[src/rtl/dbell_pkg.sv]
package dbell_pkg;
  localparam int DB_W       = 32;
  localparam int NUM_W      = 5;
  localparam int MAP_LSB    = 8;
  localparam int IPI_N      = 8;
  localparam int MSG_LSB    = 16;
  localparam int MSG_N      = 16;
  localparam int TAG_LSB    = 8;
  localparam int TAG_W      = 4;
  localparam logic [TAG_W-1:0] MSG_TAG = 4'hF;
  localparam int MSG_CPU    = 0;
  typedef logic [DB_W-1:0] db_word_t;
endpackage

[src/rtl/dbell_decode.sv]
module dbell_decode
  import dbell_pkg::*;
#(
  parameter int NUM_CPU = 4
) (
  input  logic                    trig_we,
  input  db_word_t                trig_data,
  output logic [NUM_CPU-1:0][DB_W-1:0] set_bits
);
  logic     is_msg;
  db_word_t onehot;

  always_comb begin
    is_msg = (trig_data[TAG_LSB +: TAG_W] == MSG_TAG) && trig_data[NUM_W-1];
    onehot = db_word_t'(1) << trig_data[NUM_W-1:0];
  end

  for (genvar k = 0; k < NUM_CPU; k++) begin : g_tgt
    logic hit;
    always_comb begin
      if (is_msg) hit = (k == MSG_CPU);
      else        hit = trig_data[MAP_LSB + k];
      set_bits[k] = (trig_we && hit) ? onehot : '0;
    end
  end
endmodule

[src/rtl/dbell_bank.sv]
module dbell_bank
  import dbell_pkg::*;
(
  input  logic     clk,
  input  logic     rst_n,
  input  db_word_t set_bits,
  input  logic     cause_we,
  input  logic     en_we,
  input  db_word_t wdata,
  output db_word_t cause_q,
  output db_word_t en_q,
  output logic     ipi_irq,
  output logic     msg_irq
);
  db_word_t cause_d;
  logic     cause_ce;

  always_comb begin
    cause_d = cause_q;
    if (cause_we) cause_d = cause_q & wdata;
    cause_d  = cause_d | set_bits;
    cause_ce = cause_we || (|set_bits);
  end

  always_ff @(posedge clk or negedge rst_n) begin
    if (!rst_n)        cause_q <= '0;
    else if (cause_ce) cause_q <= cause_d;
  end

  always_ff @(posedge clk or negedge rst_n) begin
    if (!rst_n)     en_q <= '0;
    else if (en_we) en_q <= wdata;
  end

  always_comb begin
    ipi_irq = |(cause_q[IPI_N-1:0] & en_q[IPI_N-1:0]);
    msg_irq = |(cause_q[MSG_LSB +: MSG_N] & en_q[MSG_LSB +: MSG_N]);
  end
endmodule

[src/rtl/dbell_trigger_unit.sv]
module dbell_trigger_unit
  import dbell_pkg::*;
#(
  parameter int NUM_CPU = 4,
  localparam int CPU_IW = (NUM_CPU > 1) ? $clog2(NUM_CPU) : 1
) (
  input  logic              clk,
  input  logic              rst_n,
  input  logic              trig_we,
  input  logic [31:0]       trig_data,
  input  logic              cpu_we,
  input  logic              cpu_sel_en,
  input  logic [CPU_IW-1:0] cpu_idx,
  input  logic [31:0]       cpu_wdata,
  input  logic [CPU_IW-1:0] rd_idx,
  input  logic              rd_sel_en,
  output logic [31:0]       rd_data,
  output logic [NUM_CPU-1:0] ipi_irq,
  output logic [NUM_CPU-1:0] msg_irq
);
  logic [1:0] rst_sync;
  logic       rst_n_q;

  always_ff @(posedge clk or negedge rst_n) begin
    if (!rst_n) rst_sync <= 2'b00;
    else        rst_sync <= {rst_sync[0], 1'b1};
  end
  assign rst_n_q = rst_sync[1];

  logic [NUM_CPU-1:0][DB_W-1:0] set_bits;
  logic [NUM_CPU-1:0][DB_W-1:0] cause_all;
  logic [NUM_CPU-1:0][DB_W-1:0] en_all;

  dbell_decode #(.NUM_CPU(NUM_CPU)) u_dec (
    .trig_we  (trig_we),
    .trig_data(trig_data),
    .set_bits (set_bits)
  );

  for (genvar k = 0; k < NUM_CPU; k++) begin : g_cpu
    logic sel;
    assign sel = cpu_we && (cpu_idx == CPU_IW'(k));
    dbell_bank u_bank (
      .clk     (clk),
      .rst_n   (rst_n_q),
      .set_bits(set_bits[k]),
      .cause_we(sel && !cpu_sel_en),
      .en_we   (sel && cpu_sel_en),
      .wdata   (cpu_wdata),
      .cause_q (cause_all[k]),
      .en_q    (en_all[k]),
      .ipi_irq (ipi_irq[k]),
      .msg_irq (msg_irq[k])
    );
  end

  always_comb begin
    rd_data = '0;
    if (int'(rd_idx) < NUM_CPU)
      rd_data = rd_sel_en ? en_all[rd_idx] : cause_all[rd_idx];
  end
endmodule

[config.mk]
export PLATFORM = sky130hd
export DESIGN_NAME = dbell_trigger_unit
export DESIGN_NICKNAME = d
export VERILOG_FILES = /design/src/rtl/dbell_pkg.sv /design/src/rtl/dbell_decode.sv /design/src/rtl/dbell_bank.sv /design/src/rtl/dbell_trigger_unit.sv
export SDC_FILE = /design/constraint.sdc
export NUM_CORES = 1
export LEC_CHECK = 0
export BUFFER_PORTS_ARGS = -buffer_cell sky130_fd_sc_hd__buf_4
export CAP_MARGIN = 20
export CORE_MARGIN = 1
export CORE_UTILIZATION = 60
export CTS_CLUSTER_SIZE = 25
export DETAILED_ROUTE_END_ITERATION = 16
export GPL_TIMING_DRIVEN = 1
export PLACE_DENSITY = 0.83
export SKIP_CTS_REPAIR_TIMING = 1
export SLEW_MARGIN = 20
export SYNTH_ARGS = -nofsm -noshare
export SYNTH_HDL_FRONTEND = slang
export SYNTH_SLANG_ARGS = --single-unit
export TNS_END_PERCENT = 30
[constraint.sdc]
create_clock -name clk -period 10.6 [get_ports clk]
set_input_delay 1.06 -clock clk [delete_from_list [all_inputs] [get_ports clk]]
set_output_delay 1.06 -clock clk [all_outputs]
set_load 0.005 [all_outputs]
# Word level (Yosys, flattened, before mapping)
# Index checks and enable logic that the tools add are counted.
# totals
regBits	258
word_cells	83
output_inout_bits	40
in_bits	74
# op_classes
n_bitwise	16
eq_ne	4
muxes	17
shifts	1
reduce_logical	35
n_lt_le_gt_ge	1
# ops
cell	count
$mux W32	11
$and A32 B32 Y32	4
$bmux W32 S2	2
$or A32 B32 Y32	4
$reduce_or A32 Y1	4
$and A16 B16 Y16	4
$reduce_or A16 Y1	4
$and A8 B8 Y8	4
$reduce_or A8 Y1	4
$shl A1 B5 Y32 const A	1
$logic_and A1 B1 Y1	17
$eq A2 B2 Y1 const B	2
$eq A4 B4 Y1 const B	1
$logic_or A1 B1 Y1	4
$mux W1	4
$lt A2 B3 Y1 const B	1
$eq A2 B1 Y1 const B	1
$logic_not A2 Y1	1
$logic_not A1 Y1	1

# Logic depth before layout (Yosys ltp)
# depth
word_depth	7
ltp_mapped	6
mapped_depth_nobuf	3

# Modules after synthesis
# Synthesis repeated with hierarchy kept, for this count alone.
# unflattened
hier_cells	1053
hier_area_um2	14239.9
# by_module_without_submodules
mod	seq_area_each_um2	cells_each	n_inst	area_per_inst_um2
dbell_bank	1601.5	181	4	2713.9
dbell_trigger_unit	50.0	130	1	2192.1
dbell_decode	0.0	199	1	1192.4

# Worst setup path after synthesis
# OpenSTA, ideal clock, no wires.
# synth_path
path_kind	input to output
start	input port rd_idx[0]
end	output port rd_data[16]
path_slack_ns	7.352
t_arrival_ns	2.188
cell_stages	5
n_path_buf	2
required_ns	9.540
path_cell_list	buf_4 > buf_2 > mux4_2 > nand2b_1 > o221ai_1
# synth_via
elab_chain_len	3
elab_cells_between_ends	5
classes_between	mux (5)
# synth_lines
item	line	text
from (decl)	dbell_trigger_unit.sv:15	input logic [CPU_IW-1:0] rd_idx,
$bmux W32 S2	dbell_trigger_unit.sv:60	rd_data = rd_sel_en ? en_all[rd_idx] : cause_all[rd_idx];
$mux W32 (implied by the code)	dbell_trigger_unit.sv:60	
$mux W32 *	dbell_trigger_unit.sv:60	
to (decl)	dbell_trigger_unit.sv:17	output logic [31:0] rd_data,
# Mark *: on every way between the ends. The rest lies on a longest branch, timed or not. The select of a mux whose other input is x is not followed.

# Worst setup path in the final report
# layout_path
start	input port rd_idx[1]
end	output port rd_data[30]
# The elaborated chain is that of the path after synthesis.

==> flow_summary_export.csv <==
group,metric,value,unit
outcome,status,"completed",
yosys,synth_top_family_by_area,"multiplexers",
clocking,cts.sinks,258,
run,max_cap_violations,0,
timing,slew_headroom,26.0,%
floorplan,coreArea,0.0197,sq mm
critical_path,required,9540,ps
finish,post-route-util,70.1,%
global_routing,grt_pass1_vias,9513,
global_routing,grt_max_degree,72,
drt,viasPerCell,7.01,
timing,clock_skew,5.27,ps
timing,hold_viol_final,0,
placement,routabilityCongestion,0.876,
drt,wl_per_cell,25.6,um
yosys,synth_edf_count,0,
clocking,htreeDepth,1,
finish,diodes,0,
pwr,p_leak,5.91,nW
yosys,postSynthCellCount,995,
yosys,synthesis.area,0.0122,sq mm
finish,final_cell_count_no_fill,1337,
clocking,clk_pin_slew,60,ps
drt,drtIter0Drc,1013,
timing,rsz0062_at_grt,"false",
yosys,synth_compound_gate_area_share,16.1,%
global_routing,grt_pass1_wl,53.0,mm
critical_path,worst_ep_arrival_time,3430,ps
timing,maxSlewViolCount,0,
yosys,yosys_register_bits,258,
global_routing,grt_antenna_before_repair,0,
finish,synthToLayoutAreaGrowth,13.2,%
yosys,ys_types,30,
drt,vias,9379,
drt,drtAntennaViolNets,0,
placement,port_buffers,90,
timing,min_period,4490,ps
floorplan,fp-row-count,51,
finish,nNetsFinal,1127,
critical_path,slowest_stage,"nand2b_1",
pwr,powerDensity,198,mW/mm^2
floorplan,dieArea,0.0209,sq mm
global_routing,gr-usage-all-layers,34.1,%
timing,fin_setup_tns,0,ps
critical_path,critPathMaxStageDelay,930,ps
yosys,synth_area_per_cell,12.2,sq um
drt,dr.pass1.iters,5,
floorplan,io_pins,114,
critical_path,critPathLaunchType,"input port",
pwr,ir_worst_vdd,0.125,mV
floorplan,die_h,144,um
worst_hold_path,hp-class,"in2async",
yosys,synth_xor_area_share,0,%
critical_path,end_kind,"output pin",
placement,dp_cells,1290,
finish,drive_above_1_share,28.0,%
yosys,synthFlopType,"dfrtp_1",
yosys,ys_seq_area_share,53.1,%
floorplan,die_x,144,um
yosys,synthesis.nets,1069,
timing,period_share,42.4,%
critical_path,crit_type,"in2out",
finish,regArea,0.00646,sq mm
clocking,root_buffer,"clkbuf_16",
placement,dp_hpwl,20.3,mm
yosys,synthSimpleGateAreaFrac,4.76,%
finish,fill_cells,1365,
clocking,numCtsBuffers,26,
clocking,cts_tree,"yes",
drt,wirelength,34.3,mm
timing,fmax,0.223,GHz
yosys,synthAdderAreaFrac,0,%
timing,setup_viol,0,
global_routing,gr-total-overflow,0,
yosys,yosysWarnings,0,
critical_path,path_cells,"buf_4 -> nand2b_1 -> buf_4 -> o221ai_1 -> buf_4",
clocking,worst_skew_pair.late_latency,530,ps
clocking,clk_path_buf_depth,3,
floorplan,initial_core_util,61.9,%
drt,drc,0,
critical_path,crit_fanout,34,
finish,multi_input_area,0.00537,sq mm
timing,tightest_slew,1110,ps
yosys,synth.mux.area_fraction,23.0,%
yosys,async_reset_ff_share,100,%
critical_path,cp_common_cell,"buf_4",
## routing by layer
layer,vias up,share of wire (%),global-route usage [%]
li1,3896,-,-
met1,4724,38,46.0
met2,633,47,53.3
met3,126,11,7.98
met4,0,3.9,14.0
met5,-,0,0
## cells by family (layout without fill, tap and decap cells)
family,Yosys count,count (layout)
muxes,224,224
buffers and inverters,74,151
DFF,258,258
and+or+nand+nor,102,102
AOI/OAI and AO/OA,336,336
other,1,1
## cells in the final DEF (no fill, tap or decap), types with 12 or more instances in the layout
master | synthesis | final
mux2i_1 | 64 | 64
nand2_1 | 35 | 34
nand2b_1 | 33 | 33
clkbuf_16 | 0 | 27
o221ai_1 | 32 | 32
o21ai_1 | 75 | 75
dfrtp_1 | 258 | 257
nand4_1 | 12 | 12
a22oi_1 | 16 | 16
a221oi_1 | 16 | 16
o21ai_0 | 181 | 181
mux2_2 | 117 | 117
a22o_1 | 16 | 16
buf_4 | 17 | 103
mux4_2 | 32 | 32
## synthesized netlist by cell type (3+ instances only)
| master | count | area (sq um) |
|---|---|---|
| nand2b_1 | 33 | 206 |
| nand2_1 | 35 | 131 |
| buf_4 | 17 | 128 |
| nand4_1 | 12 | 75.1 |
| nor3b_1 | 3 | 22.5 |
| buf_2 | 19 | 95.1 |
| o221ai_1 | 32 | 280 |
| a22o_1 | 16 | 140 |
| mux2_1 | 11 | 124 |
| a22oi_1 | 16 | 120 |
| o21ai_1 | 75 | 375 |
| nand3_1 | 3 | 15.0 |
| nand4b_1 | 3 | 26.3 |
| dfrtp_1 | 258 | 6460 |
| mux2_2 | 117 | 1320 |
| mux2i_1 | 64 | 641 |
| o21ai_0 | 181 | 906 |
| clkbuf_1 | 38 | 143 |
| mux4_2 | 32 | 721 |
| a221oi_1 | 16 | 140 |
| and3b_1 | 3 | 26.3 |
## state kept, by name (all words and copies together), names as in the netlist
| signal | flops |
|---|---|
| rst_sync | 2 |
| g_cpu.u_bank.en_q | 128 |
| g_cpu.u_bank.cause_q | 128 |
## where the power goes
group	internal (mW)	total, mW	switching [mW]
sequential	1.17	1.32	0.154
clock	0.513	0.892	0.378
combinational	0.275	0.516	0.241
total	1.96	2.73	0.774
## worst paths after layout
path | cells past startpoint | to | from | slack [ps]
setup / recovery | 5 | rd_data[30] | rd_idx[1] | 6110
hold reg to reg | 0 | rst_sync[1] | rst_sync[0] | 350
hold / removal | 1 | rst_sync[1] | rst_n | 300
min in group clk | 0 | rst_sync[1] | rst_sync[0] | 350
setup reg to reg | 2 | g_cpu[2].u_bank.cause_q[7] | rst_sync[1] | 8090
max in group asynchronous | 2 | g_cpu[2].u_bank.cause_q[7] | rst_sync[1] | 8090
## final cells by class
cell class	instances	share of cell area, %
well taps	265	2.41
flip-flops and latches	258	46.9
clock buffers	40	5.77
multi-input cells	663	39.0
clock inverters	7	0.254
repair buffers	104	5.70
## metrics by stage
| stage | hold WS, ps | instance area [sq um] | setup WS, ps | power (mW) |
|---|---|---|---|---|
| after floorplan | 331 | 12200 | 2880 | 1.63 |
| after detailed placement | 344 | 12900 | 6130 | 1.83 |
| final | 301 | 13800 | 6110 | 2.73 |
| after global routing | 291 | 13800 | 5970 | 2.83 |
| after global placement | 335 | 12900 | 6110 | 1.81 |
| after CTS | 295 | 13800 | 6130 | 2.72 |
## critical path, delay by kind of cell
kind	cells	cell delay, ps
AO/OA/AOI/OAI	1	260
buffers and inverters	3	1150
AND/OR/NAND/NOR	1	930
Note: power is estimated with default switching activity, not from simulation.
